--- src/rtl/flagpipe_pkg.sv ---
package flagpipe_pkg;

    typedef enum logic [1:0] {
        CLS_OP1  = 2'd0,
        CLS_OP12 = 2'd1,
        CLS_OP2  = 2'd2,
        CLS_BR   = 2'd3
    } icls_e;

    localparam int NFLAG   = 4;
    localparam int FL_B1   = 0;
    localparam int FL_B2   = 1;
    localparam int FL_CHK  = 2;
    localparam int FL_BIP  = 3;

    typedef enum logic [2:0] {
        FE_GET = 3'd0,
        FE_TO1 = 3'd1,
        FE_TO2 = 3'd2,
        FE_CHK = 3'd3,
        FE_BIP = 3'd4
    } fe_st_e;

    typedef enum logic [1:0] {
        O1_IDLE = 2'd0,
        O1_WORK = 2'd1,
        O1_FIN  = 2'd2
    } o1_st_e;

    typedef enum logic [1:0] {
        O2_IDLE = 2'd0,
        O2_WORK = 2'd1,
        O2_BSET = 2'd2,
        O2_FIN  = 2'd3
    } o2_st_e;

    function automatic logic goes_op1(icls_e c);
        return (c == CLS_OP1) || (c == CLS_OP12);
    endfunction

endpackage

--- src/rtl/fp_flags.sv ---
module fp_flags
    import flagpipe_pkg::*;
#(
    parameter int NF = NFLAG
) (
    input  logic          clk,
    input  logic          rst_n,
    input  logic [NF-1:0] set_i,
    input  logic [NF-1:0] clr_i,
    output logic [NF-1:0] q_o
);
    logic [NF-1:0] q_d, q_q;

    // a clear request outranks a set request on the same flag
    always_comb begin
        for (int i = 0; i < NF; i++) begin
            if (clr_i[i])      q_d[i] = 1'b0;
            else if (set_i[i]) q_d[i] = 1'b1;
            else               q_d[i] = q_q[i];
        end
    end

    always_ff @(posedge clk) begin
        if (!rst_n) q_q <= '0;
        else        q_q <= q_d;
    end

    assign q_o = q_q;


    flags_reset_chk: assert property (@(posedge clk) !rst_n |=> (q_q == '0));
endmodule

--- src/rtl/fp_fetch.sv ---
module fp_fetch
    import flagpipe_pkg::*;
#(
    parameter int IW = 16
) (
    input  logic             clk,
    input  logic             rst_n,
    input  logic [IW-1:0]    instr_i,
    input  icls_e            cls_i,
    input  logic [NFLAG-1:0] flags_i,
    output logic             fetch_o,
    output logic [NFLAG-1:0] set_o,
    output logic [NFLAG-1:0] clr_o,
    output logic             wr1_o,
    output logic             wr2_o,
    output logic [IW-1:0]    ir_o,
    output icls_e            cls_o,
    output logic             brwait_o
);
    typedef struct packed {
        fe_st_e        st;
        logic [IW-1:0] ir;
        icls_e         cls;
    } fe_t;

    fe_t r_d, r_q;

    always_comb begin
        r_d     = r_q;
        fetch_o = 1'b0;
        set_o   = '0;
        clr_o   = '0;
        wr1_o   = 1'b0;
        wr2_o   = 1'b0;
        case (r_q.st)
            FE_GET: begin
                fetch_o  = 1'b1;
                r_d.ir   = instr_i;
                r_d.cls  = cls_i;
                r_d.st   = goes_op1(cls_i) ? FE_TO1 : FE_TO2;
            end
            FE_TO1: begin
                if (!flags_i[FL_B1]) begin
                    set_o[FL_B1] = 1'b1;
                    wr1_o        = 1'b1;
                    r_d.st       = FE_GET;
                end
            end
            FE_TO2: begin
                // first stage must be empty too, so order into stage two is kept
                if (!flags_i[FL_B1] && !flags_i[FL_B2]) begin
                    set_o[FL_B2] = 1'b1;
                    wr2_o        = 1'b1;
                    r_d.st       = (r_q.cls == CLS_BR) ? FE_CHK : FE_GET;
                end
            end
            FE_CHK: begin
                if (flags_i[FL_CHK]) begin
                    clr_o[FL_CHK] = 1'b1;
                    r_d.st        = FE_BIP;
                end
            end
            FE_BIP: begin
                if (!flags_i[FL_BIP]) r_d.st = FE_GET;
            end
            default: r_d.st = FE_GET;
        endcase
    end

    always_ff @(posedge clk) begin
        if (!rst_n) r_q <= '0;
        else        r_q <= r_d;
    end

    assign ir_o     = r_q.ir;
    assign cls_o    = r_q.cls;
    assign brwait_o = (r_q.st == FE_CHK);


    fetch_no_bip_chk: assert property (@(posedge clk) disable iff (!rst_n)
        fetch_o |-> !flags_i[FL_BIP]);
endmodule

--- src/rtl/fp_op1.sv ---
module fp_op1
    import flagpipe_pkg::*;
#(
    parameter int IW  = 16,
    parameter int LAT = 2
) (
    input  logic             clk,
    input  logic             rst_n,
    input  logic             busy1_i,
    input  logic             busy2_i,
    input  logic             wr_i,
    input  logic [IW-1:0]    ir_i,
    input  icls_e            cls_i,
    output logic [NFLAG-1:0] set_o,
    output logic [NFLAG-1:0] clr_o,
    output logic             wr2_o,
    output logic [IW-1:0]    ir_o,
    output icls_e            cls_o,
    output logic             done_o
);
    localparam int CW = $clog2(LAT + 1);
    localparam logic [CW-1:0] CNT_LAST = CW'(LAT - 1);

    typedef struct packed {
        o1_st_e        st;
        logic [CW-1:0] cnt;
        logic [IW-1:0] ir;
        icls_e         cls;
    } o1_t;

    o1_t r_d, r_q;

    always_comb begin
        r_d    = r_q;
        set_o  = '0;
        clr_o  = '0;
        wr2_o  = 1'b0;
        done_o = 1'b0;
        if (wr_i) begin
            r_d.ir  = ir_i;
            r_d.cls = cls_i;
        end
        case (r_q.st)
            O1_IDLE: begin
                if (busy1_i) begin
                    r_d.st  = O1_WORK;
                    r_d.cnt = '0;
                end
            end
            O1_WORK: begin
                if (r_q.cnt == CNT_LAST) r_d.st  = O1_FIN;
                else                     r_d.cnt = r_q.cnt + 1'b1;
            end
            O1_FIN: begin
                if (r_q.cls == CLS_OP12) begin
                    if (!busy2_i) begin
                        set_o[FL_B2] = 1'b1;
                        wr2_o        = 1'b1;
                        clr_o[FL_B1] = 1'b1;
                        done_o       = 1'b1;
                        r_d.st       = O1_IDLE;
                    end
                end else begin
                    clr_o[FL_B1] = 1'b1;
                    done_o       = 1'b1;
                    r_d.st       = O1_IDLE;
                end
            end
            default: r_d.st = O1_IDLE;
        endcase
    end

    always_ff @(posedge clk) begin
        if (!rst_n) r_q <= '0;
        else        r_q <= r_d;
    end

    assign ir_o  = r_q.ir;
    assign cls_o = r_q.cls;


    op1_no_overwrite_chk: assert property (@(posedge clk) disable iff (!rst_n)
        wr_i |-> !busy1_i);
endmodule

--- src/rtl/fp_op2.sv ---
module fp_op2
    import flagpipe_pkg::*;
#(
    parameter int IW  = 16,
    parameter int LAT = 2
) (
    input  logic             clk,
    input  logic             rst_n,
    input  logic             busy2_i,
    input  logic             wr_fe_i,
    input  logic [IW-1:0]    ir_fe_i,
    input  icls_e            cls_fe_i,
    input  logic             wr_o1_i,
    input  logic [IW-1:0]    ir_o1_i,
    input  icls_e            cls_o1_i,
    input  logic             br_taken_i,
    output logic [NFLAG-1:0] set_o,
    output logic [NFLAG-1:0] clr_o,
    output logic [IW-1:0]    ir_o,
    output logic             done_o,
    output logic             redirect_o,
    output logic             idle_o,
    output logic             holds_br_o
);
    localparam int CW = $clog2(LAT + 1);
    localparam logic [CW-1:0] CNT_LAST = CW'(LAT - 1);

    typedef struct packed {
        o2_st_e        st;
        logic [CW-1:0] cnt;
        logic [IW-1:0] ir;
        icls_e         cls;
    } o2_t;

    o2_t r_d, r_q;

    always_comb begin
        r_d        = r_q;
        set_o      = '0;
        clr_o      = '0;
        done_o     = 1'b0;
        redirect_o = 1'b0;
        case (r_q.st)
            O2_IDLE: begin
                if (busy2_i) begin
                    r_d.st  = O2_WORK;
                    r_d.cnt = '0;
                end
            end
            O2_WORK: begin
                if (r_q.cnt == CNT_LAST)
                    r_d.st = (r_q.cls == CLS_BR) ? O2_BSET : O2_FIN;
                else
                    r_d.cnt = r_q.cnt + 1'b1;
            end
            O2_BSET: begin
                set_o[FL_CHK] = 1'b1;
                set_o[FL_BIP] = 1'b1;
                redirect_o    = br_taken_i;
                r_d.st        = O2_FIN;
            end
            O2_FIN: begin
                clr_o[FL_BIP] = 1'b1;
                clr_o[FL_B2]  = 1'b1;
                done_o        = 1'b1;
                r_d.ir        = '0;
                r_d.cls       = CLS_OP1;
                r_d.st        = O2_IDLE;
            end
            default: r_d.st = O2_IDLE;
        endcase
        if (wr_fe_i) begin
            r_d.ir  = ir_fe_i;
            r_d.cls = cls_fe_i;
        end else if (wr_o1_i) begin
            r_d.ir  = ir_o1_i;
            r_d.cls = cls_o1_i;
        end
    end

    always_ff @(posedge clk) begin
        if (!rst_n) r_q <= '0;
        else        r_q <= r_d;
    end

    assign ir_o       = r_q.ir;
    assign idle_o     = (r_q.st == O2_IDLE);
    assign holds_br_o = (r_q.cls == CLS_BR);


    op2_single_writer_chk: assert property (@(posedge clk) disable iff (!rst_n)
        $onehot0({wr_fe_i, wr_o1_i}));

    op2_no_overwrite_chk: assert property (@(posedge clk) disable iff (!rst_n)
        (wr_fe_i || wr_o1_i) |-> !busy2_i);

    op2_zero_after_done_chk: assert property (@(posedge clk) disable iff (!rst_n)
        done_o |=> (ir_o == '0));

    redirect_branch_chk: assert property (@(posedge clk) disable iff (!rst_n)
        redirect_o |-> (holds_br_o && br_taken_i));
endmodule

--- src/rtl/flagpipe_front.sv ---
module flagpipe_front
    import flagpipe_pkg::*;
#(
    parameter int IW       = 16,
    parameter int OP1_LAT  = 2,
    parameter int OP2_LAT  = 2,
    parameter int DL_BOUND = 8
) (
    input  logic          clk,
    input  logic          rst_n,
    input  logic [IW-1:0] instr_i,
    input  logic [1:0]    cls_i,
    input  logic          br_taken_i,
    output logic          fetch_o,
    output logic          op1_done_o,
    output logic          op2_done_o,
    output logic [IW-1:0] ir_fe_o,
    output logic [IW-1:0] ir_op1_o,
    output logic [IW-1:0] ir_op2_o,
    output logic          redirect_o
);
    localparam int DLW = $clog2(DL_BOUND + 1);
    localparam logic [DLW-1:0] DL_LIM = DLW'(DL_BOUND);

    logic [NFLAG-1:0] flags_q;
    logic [NFLAG-1:0] fe_set, fe_clr, o1_set, o1_clr, o2_set, o2_clr;
    logic             fe_wr1, fe_wr2, o1_wr2;
    icls_e            fe_cls, o1_cls;
    logic             fe_brwait, o2_idle, o2_holds_br;

    fp_flags #(.NF(NFLAG)) u_flags (
        .clk   (clk),
        .rst_n (rst_n),
        .set_i (fe_set | o1_set | o2_set),
        .clr_i (fe_clr | o1_clr | o2_clr),
        .q_o   (flags_q)
    );

    fp_fetch #(.IW(IW)) u_fetch (
        .clk      (clk),
        .rst_n    (rst_n),
        .instr_i  (instr_i),
        .cls_i    (icls_e'(cls_i)),
        .flags_i  (flags_q),
        .fetch_o  (fetch_o),
        .set_o    (fe_set),
        .clr_o    (fe_clr),
        .wr1_o    (fe_wr1),
        .wr2_o    (fe_wr2),
        .ir_o     (ir_fe_o),
        .cls_o    (fe_cls),
        .brwait_o (fe_brwait)
    );

    fp_op1 #(.IW(IW), .LAT(OP1_LAT)) u_op1 (
        .clk     (clk),
        .rst_n   (rst_n),
        .busy1_i (flags_q[FL_B1]),
        .busy2_i (flags_q[FL_B2]),
        .wr_i    (fe_wr1),
        .ir_i    (ir_fe_o),
        .cls_i   (fe_cls),
        .set_o   (o1_set),
        .clr_o   (o1_clr),
        .wr2_o   (o1_wr2),
        .ir_o    (ir_op1_o),
        .cls_o   (o1_cls),
        .done_o  (op1_done_o)
    );

    fp_op2 #(.IW(IW), .LAT(OP2_LAT)) u_op2 (
        .clk        (clk),
        .rst_n      (rst_n),
        .busy2_i    (flags_q[FL_B2]),
        .wr_fe_i    (fe_wr2),
        .ir_fe_i    (ir_fe_o),
        .cls_fe_i   (fe_cls),
        .wr_o1_i    (o1_wr2),
        .ir_o1_i    (ir_op1_o),
        .cls_o1_i   (o1_cls),
        .br_taken_i (br_taken_i),
        .set_o      (o2_set),
        .clr_o      (o2_clr),
        .ir_o       (ir_op2_o),
        .done_o     (op2_done_o),
        .redirect_o (redirect_o),
        .idle_o     (o2_idle),
        .holds_br_o (o2_holds_br)
    );

    // mutual-wait watch: fetch waiting on branch-checked while stage two idles
    logic [DLW-1:0] dl_d, dl_q;

    always_comb begin
        dl_d = '0;
        if (fe_brwait && o2_idle)
            dl_d = (dl_q == DL_LIM) ? dl_q : dl_q + 1'b1;
    end

    always_ff @(posedge clk) begin
        if (!rst_n) dl_q <= '0;
        else        dl_q <= dl_d;
    end


    no_deadlock_chk: assert property (@(posedge clk) disable iff (!rst_n)
        dl_q < DL_LIM);

    brwait_has_branch_chk: assert property (@(posedge clk) disable iff (!rst_n)
        fe_brwait |-> o2_holds_br);

    op1_busy_with_write_chk: assert property (@(posedge clk) disable iff (!rst_n)
        $rose(flags_q[FL_B1]) |-> $past(fe_wr1));

    op2_busy_with_write_chk: assert property (@(posedge clk) disable iff (!rst_n)
        $rose(flags_q[FL_B2]) |-> ($past(fe_wr2) || $past(o1_wr2)));
endmodule

--- config.mk ---
export PLATFORM = sky130hd
export DESIGN_NAME = flagpipe_front
export DESIGN_NICKNAME = d
export VERILOG_FILES = /design/src/rtl/flagpipe_pkg.sv /design/src/rtl/fp_flags.sv /design/src/rtl/fp_fetch.sv /design/src/rtl/fp_op1.sv /design/src/rtl/fp_op2.sv /design/src/rtl/flagpipe_front.sv
export SDC_FILE = /design/constraint.sdc
export NUM_CORES = 1
export LEC_CHECK = 0
export ABC_AREA = 1
export BUFFER_PORTS_ARGS = -buffer_cell sky130_fd_sc_hd__buf_2
export CORE_ASPECT_RATIO = 0.6
export CORE_UTILIZATION = 50
export CTS_BUF_LIST = sky130_fd_sc_hd__clkbuf_16
export DETAILED_ROUTE_END_ITERATION = 6
export PLACE_DENSITY = 0.77
export RECOVER_POWER = 50
export SETUP_SLACK_MARGIN = 0.05
export SKIP_CTS_REPAIR_TIMING = 1
export SYNTH_ARGS = -nofsm -noshare
export SYNTH_HDL_FRONTEND = slang
export SYNTH_HIERARCHICAL = 1
export SYNTH_SLANG_ARGS = --single-unit
--- constraint.sdc ---
create_clock -name clk -period 1.7 [get_ports clk]
set_clock_uncertainty 0.05 [all_clocks]
set_input_delay 0.34 -clock clk [delete_from_list [all_inputs] [get_ports clk]]
set_output_delay 0.34 -clock clk [all_outputs]
set_load 0.02 [all_outputs]
==> out/results.tsv <==
metric	value	unit
status	complete, but fails checks	
failed_checks	design-rule violations	
setup_tns	0	ps
grt_pass1_vias	2682	
grt_max_degree	25	
critical_path.endpoint_type	output port	
vias	3072	
multi_input_comb_area	1510	um2
gp_congestion	0.863	
syn_area	3620	um2
area_growth_syn_to_layout	12.2	%
clock_path_buffers	2	
die_h	67.9	um
power_frac_clock	0.367	
critPathSlowestCell	dfxtp_2	
core_region_area	6850	um2
rsz0062_at_grt	yes	
via_per_inst	4.92	
initial_utilization	0.529	
port_buffers	72	
htree_levels	3	
grt_usage	0.216	
use_met1	0.276	
hold_viol_final	0	
clock_sinks	69	
r2r-start	u_flags/q_o[1]	
max_stage_delay	330	ps
drc	5	
reg2reg_setup_slack	90	ps
root_buffer	clkbuf_16	
hold_path.startpoint	instr_i[9]	
met2_usage	0.344	
min_period_over_period	0.974	
drt_wl_total	8450	um
regArea	1390	um2
cts_tree	built	
grt-busiest-layer	met2	
swShare	0.327	
syn_area_per_cell	7.26	um2
max_freq	604	MHz
first_pass_iters	7	
io_pins	73	
clock_latency	330	ps
setup.worst_path.start_class	flip-flop	
worstHoldEndpoint	u_fetch/ir_o[9]	
layout.nets	561	
path_class	reg -> out	
die_area	7600	um2
reg2reg_depth	8	
p_switching	1.75	mW
drive_gt1_frac	0.190	
hp-class	in -> reg	
internal_power	3.61	mW
whs_path_depth	3	
arrival	1270	ps
grt_pass1_wl	12500	um
synth_warnings	6	
gr-total-overflow	0	
numCtsBuffers	9	
required	1310	ps
place_inst	595	
wl_per_cell	13.5	um
critPathMaxFanout	2	
std_cell_rows	23	
drv_cap	0	
min_period	1660	ps
clk_pin_slew	60	ps
p_total	5.35	mW
fin_cells	625	
grt_use_met3	0.0824	
dieWidth	112	um
path_cells	inv_2 > nor2_4 > buf_6 > nand2_2 > nand2_1 > inv_2 > buf_6	
ir_worst_vdd	634	uV
synth_cells	499	
num_antenna_cells	0	
drtIter0Drc	224	
hpwl	5640	um
path_buf_inv	4	
p_comb_frac	0.257	
power_density	1320	nW/um2
leakagePower	1.86	nW
drv_slew	0	
ant_nets	0	
nFillCells	634	
antenna_found_initial	0	
cp_top_family	buffers and inverters	
r2r_end	u_op2/ir_o[12]	
setup_viol	0	
pwr-share-seq	0.375	
==> through the flow <==
stage / utilization / setup slack, ps / area, um2 / hold slack, ps
2_1_floorplan: - / 122 / 3670 / 393
4_1_cts: 0.572 / -203 / 3920 / 202
5_1_grt: 0.594 / 9.05 / 4070 / 221
3_3_place_gp: 0.526 / -44.8 / 3600 / 399
6_report: 0.594 / 43.5 / 4070 / 207
3_5_place_dp: 0.526 / -196 / 3600 / 402
==> sequential cells by signal, indices dropped and copies added (netlist names) <==
signal         count
u_op1/r_q          4
u_op1/cls_o        2
u_op1/ir_o        16
u_flags/q_o        4
u_op2/ir_o        16
u_fetch/ir_o      16
u_fetch/cls_o      2
u_op2/r_q          6
u_fetch/r_q        3
==> worst max path at each step <==
stage	to	startpoint	cells after the start	slack (ps)
floorplan	u_op2/ir_o[0]	u_fetch/r_q[19]	7	120
global placement	u_op2/ir_o[13]	u_op1/r_q[21]	8	-40
detailed placement	u_op2/ir_o[11]	u_op1/r_q[21]	8	-200
CTS	u_op2/ir_o[11]	u_op1/r_q[21]	8	-200
global route	u_op2/ir_o[15]	u_flags/q_o[0]	8	9
finish	op1_done_o	u_op1/cls_o[0]	7	40
==> power by group through the flow <==
stage | Clock (mW) | Combinational [mW] | Sequential (mW)
after floorplan | 0 | 1.17 | 1.93
after global placement | 0 | 1.20 | 2.00
after detailed placement | 0 | 1.26 | 2.01
after CTS | 1.99 | 1.26 | 1.97
after global routing | 2.08 | 1.54 | 2.03
final | 1.97 | 1.38 | 2.01
==> worst reg2reg max path, delay by kind of cell, from the launching register on <==
| kind | cells | cell delay, ps |
|---|---|---|
| AOI/OAI and AO/OA | 2 | 210 |
| buffers and inverters | 3 | 420 |
| DFF | 1 | 340 |
| and+or+nand+nor | 3 | 460 |
==> placed cells by master, fill, tap and decap left out, types with 3 or more instances in the layout <==
cell type,count
nor2_1,99
nand2_1,77
dfxtp_1,63
clkbuf_1,45
inv_1,36
o21ai_0,33
a21oi_1,27
buf_2,26
buf_4,23
a21boi_1,16
conb_1,15
nand3_1,11
clkbuf_16,9
inv_2,6
dfxtp_2,6
ha_1,5
buf_6,4
nand2_2,4
o21ai_1,4
nor2_4,3
==> layer usage <==
layer	wire [um]	vias up
met5	0	-
met4	65	0
met3	779	8
met2	3820	127
met1	3780	1391
li1	-	1546
==> final cells by class <==
| class | instances | area share |
|---|---|---|
| Clock buffer | 9 | 0.0554 |
| Tap cell | 87 | 0.0268 |
| Clock inverter | 7 | 0.0225 |
| Inverter | 43 | 0.0428 |
| Timing Repair Buffer | 101 | 0.139 |
| Multi-Input combinational cell | 309 | 0.372 |
| Sequential cell | 69 | 0.342 |
No activity file was read; power rests on OpenSTA's default activity.
